--- config.mk ---
export PLATFORM = sky130hd
export DESIGN_NAME = serial_max_finder
export DESIGN_NICKNAME = d
export VERILOG_FILES = /design/src/rtl/serial_max_finder.sv
export SDC_FILE = /design/constraint.sdc
export NUM_CORES = 1
export LEC_CHECK = 0
export BUFFER_PORTS_ARGS = -buffer_cell sky130_fd_sc_hd__buf_2
export CAP_MARGIN = 0
export CORE_UTILIZATION = 56
export CTS_BUF_LIST = sky130_fd_sc_hd__clkbuf_8
export DETAILED_ROUTE_END_ITERATION = 10
export GPL_ROUTABILITY_DRIVEN = 0
export GPL_TIMING_DRIVEN = 1
export MAX_ROUTING_LAYER = met4
export PLACE_DENSITY = 0.83
export SETUP_SLACK_MARGIN = 0.5
export SYNTH_ARGS = -nofsm -noshare
export SYNTH_HDL_FRONTEND = slang
export SYNTH_SLANG_ARGS = --single-unit
--- constraint.sdc ---
create_clock -name clk -period 2.56 [get_ports clk]
set_clock_uncertainty 0.2 [all_clocks]
set_input_delay 0.512 -clock clk [delete_from_list [all_inputs] [get_ports clk]]
set_output_delay 0.512 -clock clk [all_outputs]
set_load 0.05 [all_outputs]
--- src/rtl/serial_max_finder.sv ---
module serial_max_finder #(
  parameter int DATA_W      = 8,
  parameter int NUM_SAMPLES = 1024,
  localparam int IDX_W      = $clog2(NUM_SAMPLES)
) (
  input  logic              clk,
  input  logic              rst,
  input  logic              start,
  input  logic              in_valid,
  input  logic [DATA_W-1:0] in_data,
  output logic [DATA_W-1:0] max_val,
  output logic [IDX_W-1:0]  max_idx,
  output logic              done
);

  localparam logic [IDX_W-1:0] LAST_POS = IDX_W'(NUM_SAMPLES - 1);

  logic             busy;
  logic [IDX_W-1:0] pos;

  wire accept     = busy & in_valid & ~start;
  wire is_greater = in_data > max_val;
  wire at_last    = pos == LAST_POS;

  always_ff @(posedge clk) begin
    if (rst) begin
      busy    <= 1'b0;
      pos     <= '0;
      max_val <= '0;
      max_idx <= '0;
      done    <= 1'b0;
    end else begin
      done <= 1'b0;
      if (start) begin
        busy    <= 1'b1;
        pos     <= '0;
        max_val <= '0;
        max_idx <= '0;
      end else if (accept) begin
        pos <= pos + 1'b1;
        if (is_greater) begin
          max_val <= in_data;
          max_idx <= pos;
        end
        if (at_last) begin
          busy <= 1'b0;
          done <= 1'b1;
        end
      end
    end
  end

  AST_RESET_CLEARS: assert property (@(posedge clk) rst |=> (max_val == '0 && max_idx == '0 && !done && !busy));
  AST_START_CLEARS: assert property (@(posedge clk) disable iff (rst) start |=> (max_val == '0 && max_idx == '0 && !done && busy && pos == '0));
  AST_GREATER_LOADS: assert property (@(posedge clk) disable iff (rst) (accept && is_greater) |=> (max_val == $past(in_data) && max_idx == $past(pos)));
  AST_NOT_GREATER_KEEPS: assert property (@(posedge clk) disable iff (rst) (accept && !is_greater) |=> ($stable(max_val) && $stable(max_idx)));
  AST_IDLE_STROBE_KEEPS: assert property (@(posedge clk) disable iff (rst) (busy && !in_valid && !start) |=> ($stable(pos) && $stable(max_val) && $stable(max_idx)));
  AST_DONE_ONE_CYCLE: assert property (@(posedge clk) disable iff (rst) done |=> !done);
  AST_DONE_ENDS_SCAN: assert property (@(posedge clk) disable iff (rst) done |-> (!busy && pos == '0));
  AST_POST_SCAN_HOLD: assert property (@(posedge clk) disable iff (rst) (!busy && !start) |=> ($stable(max_val) && $stable(max_idx) && !done));
  AST_MAX_NEVER_DROPS: assert property (@(posedge clk) disable iff (rst) (busy && !start) |=> (max_val >= $past(max_val)));

endmodule

==> results.md, run 1 <==
* Status: completed
* H-Tree Depth at 2
* Share of layout cells above drive strength 1 at 40.8%
* Worst path cell trace: inv_2 -> ha_4 -> and3_4 -> a221o_1 -> o211ai_4 -> buf_8 -> nand3_2 -> a21oi_1
* Top-count cell post-synth: dfxtp_1
* Syn Nets at 186
* CORE AREA at 2480 um2
* Vias at 1,350
* R2r startpoint: max_val[6]$_SDFFE_PP0P_
* Top_reg_cell synth: dfxtp_1
* Total Routing Usage GR at 25.8%
* Largest net degree at the start of global routing at 29
* RSZ-0062 raised after global routing: true
* IO Pins at 31
* Syn_area_per_cell at 8.86 um2
* Vias per inst at 5.84
* First-pass GRT wire length at 4970 um
* Vias in the first global route at 1,132
* Die Height at 53.1 um
* Initial antenna violation count at 0
* Max Slew Vio Count at 0
* Reg clk slew, reported paths at 0.06 ns
* Yosys cell types at 33
* DRC at 0
* Delay of the slowest critical-path stage at 0.38 ns
* Fin nets at 221
* Final setup TNS at 0 ns
* Reg area at 626 um2
* Final critical-path required period at 2.05 ns
* Multi-input gate area at 888 um2
* Relative slew slack at 67.0%
* Required time of the critical path at 2.55 ns
* Hold slack at 0.226 ns
* Worst path slowest cell: a221o_1
* Crit path DAT at 2.04 ns
* Hold Crit Start: rst
* Routed Wire Length at 3310 um
* Tcrit/Tclk final at 80.0%
* Commonest cells post-synth: dfxtp_1 (30), a21oi_1 (23), nand3_1 (20)
* Post-synth top area share at 41.1%
* PwrDens at 485 nW/um2
* Total congestion overflow at 0
* Critical Path Start Type: flop
* Crit path from: max_val[6]$_SDFFE_PP0P_
* Hold Violations, Final at 0
* Max_cap viols at 0
* Leakage power at 0.706 nW
* Initial Util at 59.0%
* Reg2reg setup slack at 0.51 ns
* Die width at 53.1 um
* # diodes at 0
* Final setup margin at 0.512 ns
* Fraction of registers with async set/reset at 0%
* Worst-Margin Slew at 0.495 ns
* Post-Place Setup Slack at 0.0247 ns
* Clock Latency Late Sink at 0.28 ns
* Mapped cell area at 1460 um2
* Cells after synthesis at 165
* DR WL/cell at 14.3 um
* Cell taking the most area after synthesis: dfxtp_1
* CTS tree: built
* DRT Pass-1 Iters at 4
* Clock sink count at 30
* Seq cells post-synth at 30
* Hold crit path type: input pin to flop
* Row cnt at 18
* Max clock buf depth at 2
* Setup Crit Path Kind: flop to flop
* Root Buffer: clkbuf_8
* Hpwl dp at 2340 um
* EDFF count, synth at 0
* DR iter-0 viols at 31
* Max VDD drop at 0.506 mV
* Setup crit end kind: flop
* Top cells by area, synth: dfxtp_1 (41%), a21oi_1 (7.9%), ha_1 (7.7%)
* TritonCTS buffer count at 5
* Setup violations, final at 0
* Max FO, Critical Path at 18
* Antenna viol nets, final at 0
* Fill count at 186
* Port bufs at 30
* Seq/Total Area, Yosys at 41.1%
* Area growth from synthesis to layout at 29.5%
* Peak Freq at 488 MHz
* Die area at 2820 um2
* YS warnings at 0
[stage by stage]
stage               cell area [um2]  power (mW)  utilization [%]  instances
CTS                            1870       0.927             75.4        231
detailed placement             1750       0.552             70.5        220
global placement               1750       0.547             70.5        220
global route                   1890       0.950             76.4        231
floorplan                      1640       0.531                -        165
finish                         1890       0.919             76.4        231
[cell usage in the layout, fill, tap and decap left out, types with 4 or more instances in the layout]
| cell type | count |
|---|---|
| dfxtp_1 | 22 |
| nor2_1 | 8 |
| ha_4 | 7 |
| nand3_1 | 14 |
| nand3_2 | 6 |
| a21oi_1 | 23 |
| xor2_1 | 6 |
| o21ai_2 | 5 |
| nand2_1 | 8 |
| dfxtp_4 | 6 |
| nand4_1 | 4 |
| o21ai_1 | 13 |
| clkbuf_8 | 6 |
| inv_2 | 5 |
| buf_2 | 30 |
[state kept, by name, summed over array words and instances (netlist names)]
name	cells
pos	10
done	1
busy	1
max_val	8
max_idx	10
[where the power goes]
part / total [mW] / leakage, nW / switching [mW] / internal [mW]
Sequential: 0.468 / 0.248 / 0.00340 / 0.464
Combinational: 0.0784 / 0.412 / 0.0461 / 0.0323
Clock: 0.373 / 0.0463 / 0.162 / 0.211
Total: 0.919 / 0.706 / 0.212 / 0.707
[layout make-up]
| cell class | instances | share of cell area, % |
|---|---|---|
| well taps | 30 | 1.98 |
| clock inverters | 2 | 0.397 |
| repair buffers | 37 | 11.7 |
| multi-input cells | 118 | 46.9 |
| flip-flops and latches | 30 | 33.0 |
| clock buffers | 6 | 4.36 |
| inverters | 8 | 1.59 |
[cell families (layout without fill, tap and decap cells)]
| logic type | count (synthesis) | count (layout) | share of synthesized area, % |
|---|---|---|---|
| fa+ha+maj | 9 | 9 | 7.71 |
| simple gates | 52 | 52 | 18.8 |
| xor+xnor | 6 | 6 | 3.60 |
| compound gates | 51 | 51 | 20.5 |
| buf+inv | 17 | 53 | 8.30 |
| flops | 30 | 30 | 41.1 |
[worst paths after layout]
path / cells after the start / to
max: 8 / max_idx[0]$_SDFFE_PP0P_
min: 2 / done$_SDFF_PP0_
max reg2reg: 8 / max_idx[0]$_SDFFE_PP0P_
min reg2reg: 2 / max_idx[9]$_SDFFE_PP0P_
[critical path: cells and delay by family, from the launching register on]
kind	cells	cell delay, ns
compound gates	3	0.68
fa+ha+maj	1	0.23
buf+inv	2	0.24
flops	1	0.36
simple gates	2	0.26
[repair_timing]
| item | CTS | global route |
|---|---|---|
| buffers inserted | 3 | 0 |
| hold buffers | 0 | 0 |
| resized for setup | 3 | 14 |
| setup endpoints to repair | 18 | 18 |
| pin swaps | 2 | 3 |
[routing by layer]
metal | GRT usage (%) | up-vias | part of all wire [%]
li1 | - | 664 | -
met2 | 40.1 | 39 | 50
met3 | 6.03 | 6 | 5.0
met1 | 32.2 | 641 | 43
met4 | 10.5 | 0 | 1.5
met5 | - | - | 0
Power figures use the tool's default switching activity.
==> inputs of run 2 (changes only) <==
==> constraint.sdc (replaced) <==
create_clock -name clk -period 2 [get_ports clk]
set_clock_uncertainty 0.2 [all_clocks]
set_input_delay 0.4 -clock clk [delete_from_list [all_inputs] [get_ports clk]]
set_output_delay 0.4 -clock clk [all_outputs]
set_load 0.05 [all_outputs]
==> results.md, run 2 (same netlist as run 1, synthesis figures left out) <==
* Status: complete, but fails checks
* Failing checks: setup timing
* Hold crit path type: input pin to flop
* First-pass GRT wire length at 6350 um
* Clock Latency Late Sink at 0.29 ns
* Fill count at 107
* PwrDens at 561 nW/um2
* Required time of the critical path at 1.95 ns
* Reg clk slew, reported paths at 0.06 ns
* DR iter-0 viols at 61
* Max FO, Critical Path at 5
* Die area at 2820 um2
* Min-Delay Endpoint: busy$_SDFFE_PP0P_
* R2R depth at 10
* Fin cells at 248
* Largest net degree at the start of global routing at 29
* Leakage power at 0.815 nW
* Family with the most delay on the worst path: compound AO/OA/AOI/OAI gates
* Worst path slowest cell: dfxtp_4
* Final critical-path required period at 2.16 ns
* Max VDD drop at 0.764 mV
* Post-CTS Hold Buffers at 0
* Peak Freq at 463 MHz
* RSZ-0062 raised after global routing: true
* Total Routing Usage GR at 33.8%
* Share of layout cells above drive strength 1 at 50.5%
* CORE AREA at 2480 um2
* DRT Pass-1 Iters at 4
* Tcrit/Tclk final at 108%
* Fin nets at 238
* Die width at 53.1 um
* R2r startpoint: max_val[1]$_SDFFE_PP0P_
* Setup crit end kind: flop
* Critical Path Start Type: flop
* Setup Crit Path Kind: flop to flop
* DRC at 0
* Initial Util at 59.0%
* Reg-to-Reg End: max_val[5]$_SDFFE_PP0P_
* Clock sink count at 30
* Final setup margin at -0.159 ns
* Root Buffer: clkbuf_8
* Hold Crit Start: rst
* Antenna viol nets, final at 0
* Vias at 1,546
* Highest-count cells in the layout ignoring fill and taps: a21oi_1 (20), dfxtp_1 (19), nand3_1 (18), buf_4 (15), buf_2 (14)
* Worst-Margin Slew at 0.555 ns
* Hpwl dp at 2440 um
* Top Registers: max_idx: 10 flops, pos: 10 flops, max_val: 8 flops
* Post-layout instance area at 2180 um2
* Hold-critical path depth at 2
* H-Tree Depth at 2
* Crit path DAT at 2.11 ns
* Vias in the first global route at 1,342
* Max clock buf depth at 2
* Port bufs at 30
* Placed cell areas at 1790 um2
* Max Slew Vio Count at 0
* Initial antenna violation count at 0
* Routed Wire Length at 4640 um
* Total congestion overflow at 0
* CTS tree: built
* Area growth from synthesis to layout at 49.0%
* DR WL/cell at 18.7 um
* Die Height at 53.1 um
* Hold Violations, Final at 0
* Setup violations, final at 18
* TritonCTS buffer count at 5
* IO Pins at 31
* Relative slew slack at 63.0%
* Worst path cell trace: inv_2 -> ha_4 -> and2b_2 -> o211ai_1 -> buf_4 -> a211oi_4 -> buf_6 -> clkbuf_16 -> o21ai_1 -> a21oi_1
* Placed insts at 229
* Row cnt at 18
* Reg2reg setup slack at -0.16 ns
* Commonest non-fill, non-tap cell in the layout: a21oi_1
* Max_cap viols at 0
* # diodes at 0
* Vias per inst at 6.23
* Delay of the slowest critical-path stage at 0.35 ns
* CP bufs+invs at 4
[run 2: worst max path at each step]
| stage | slack (ns) | from | endpoint | cells after the start |
|---|---|---|---|---|
| after global routing | -0.25 | max_val[1]$_SDFFE_PP0P_ | max_val[7]$_SDFFE_PP0P_ | 10 |
| after CTS | -0.01 | max_val[7]$_SDFFE_PP0P_ | max_idx[8]$_SDFFE_PP0P_ | 9 |
| final | -0.16 | max_val[1]$_SDFFE_PP0P_ | max_val[5]$_SDFFE_PP0P_ | 10 |
| after floorplan | -0.07 | max_val[6]$_SDFFE_PP0P_ | max_val[4]$_SDFFE_PP0P_ | 8 |
| after detailed placement | -0.39 | in_data[0] | max_idx[6]$_SDFFE_PP0P_ | 8 |
| after global placement | -0.27 | in_data[1] | max_idx[6]$_SDFFE_PP0P_ | 7 |
[run 2: report_power, final]
group          switching, mW  total, mW  internal, mW  leakage, nW
clock                  0.225      0.496         0.272       0.0524
combinational         0.0727      0.129        0.0563        0.513
sequential           0.00341      0.597         0.593        0.249
[run 2: area by class of cell]
cell class,count,area (um2),share of cell area [%]
Clock buffer,6,82.6,3.79
Clock inverter,2,8.76,0.402
Inverter,8,30.0,1.38
Multi-Input combinational cell,118,908,41.7
Sequential cell,30,632,29.0
Tap cell,30,37.5,1.72
Timing Repair Buffer,54,478,22.0
[run 2: metal layers]
metal	part of all wire (%)	wire length, um	vias up	global-route usage [%]
li1	-	-	696	-
met1	37	1730	744	35.7
met2	52	2430	80	52.5
met3	6.6	304	26	12.1
met4	3.7	172	0	23.2
met5	0	0	-	-
[run 2: worst reg2reg max path: stages, from the launching register on]
cell and delay (ns):
dfxtp_4 0.35, inv_2 0.04, ha_4 0.21, and2b_2 0.20, o211ai_1 0.25, buf_4 0.18
a211oi_4 0.05, buf_6 0.15, clkbuf_16 0.16, o21ai_1 0.15, a21oi_1 0.09
[run 2: through the flow]
stage          utilization (%)  power (mW)  setup slack (ns)  hold slack, ns  TNS [ns]
3_5_place_dp              72.2       0.711            -0.393           0.256     -6.27
6_report                  87.9        1.22            -0.159          0.0956     -2.09
4_1_cts                   81.4        1.20           -0.0103          0.0997   -0.0371
2_1_floorplan                -       0.676           -0.0727           0.255    -0.652
5_1_grt                   87.9        1.26            -0.248          0.0955     -3.49
3_3_place_gp              72.2       0.703            -0.273           0.250     -4.58
[run 2: what timing repair did]
item,CTS,global route
endpoints found under the setup margin,29,40
resized for setup,28,35
gates cloned,0,1
setup buffers,7,3
pin swaps,7,8
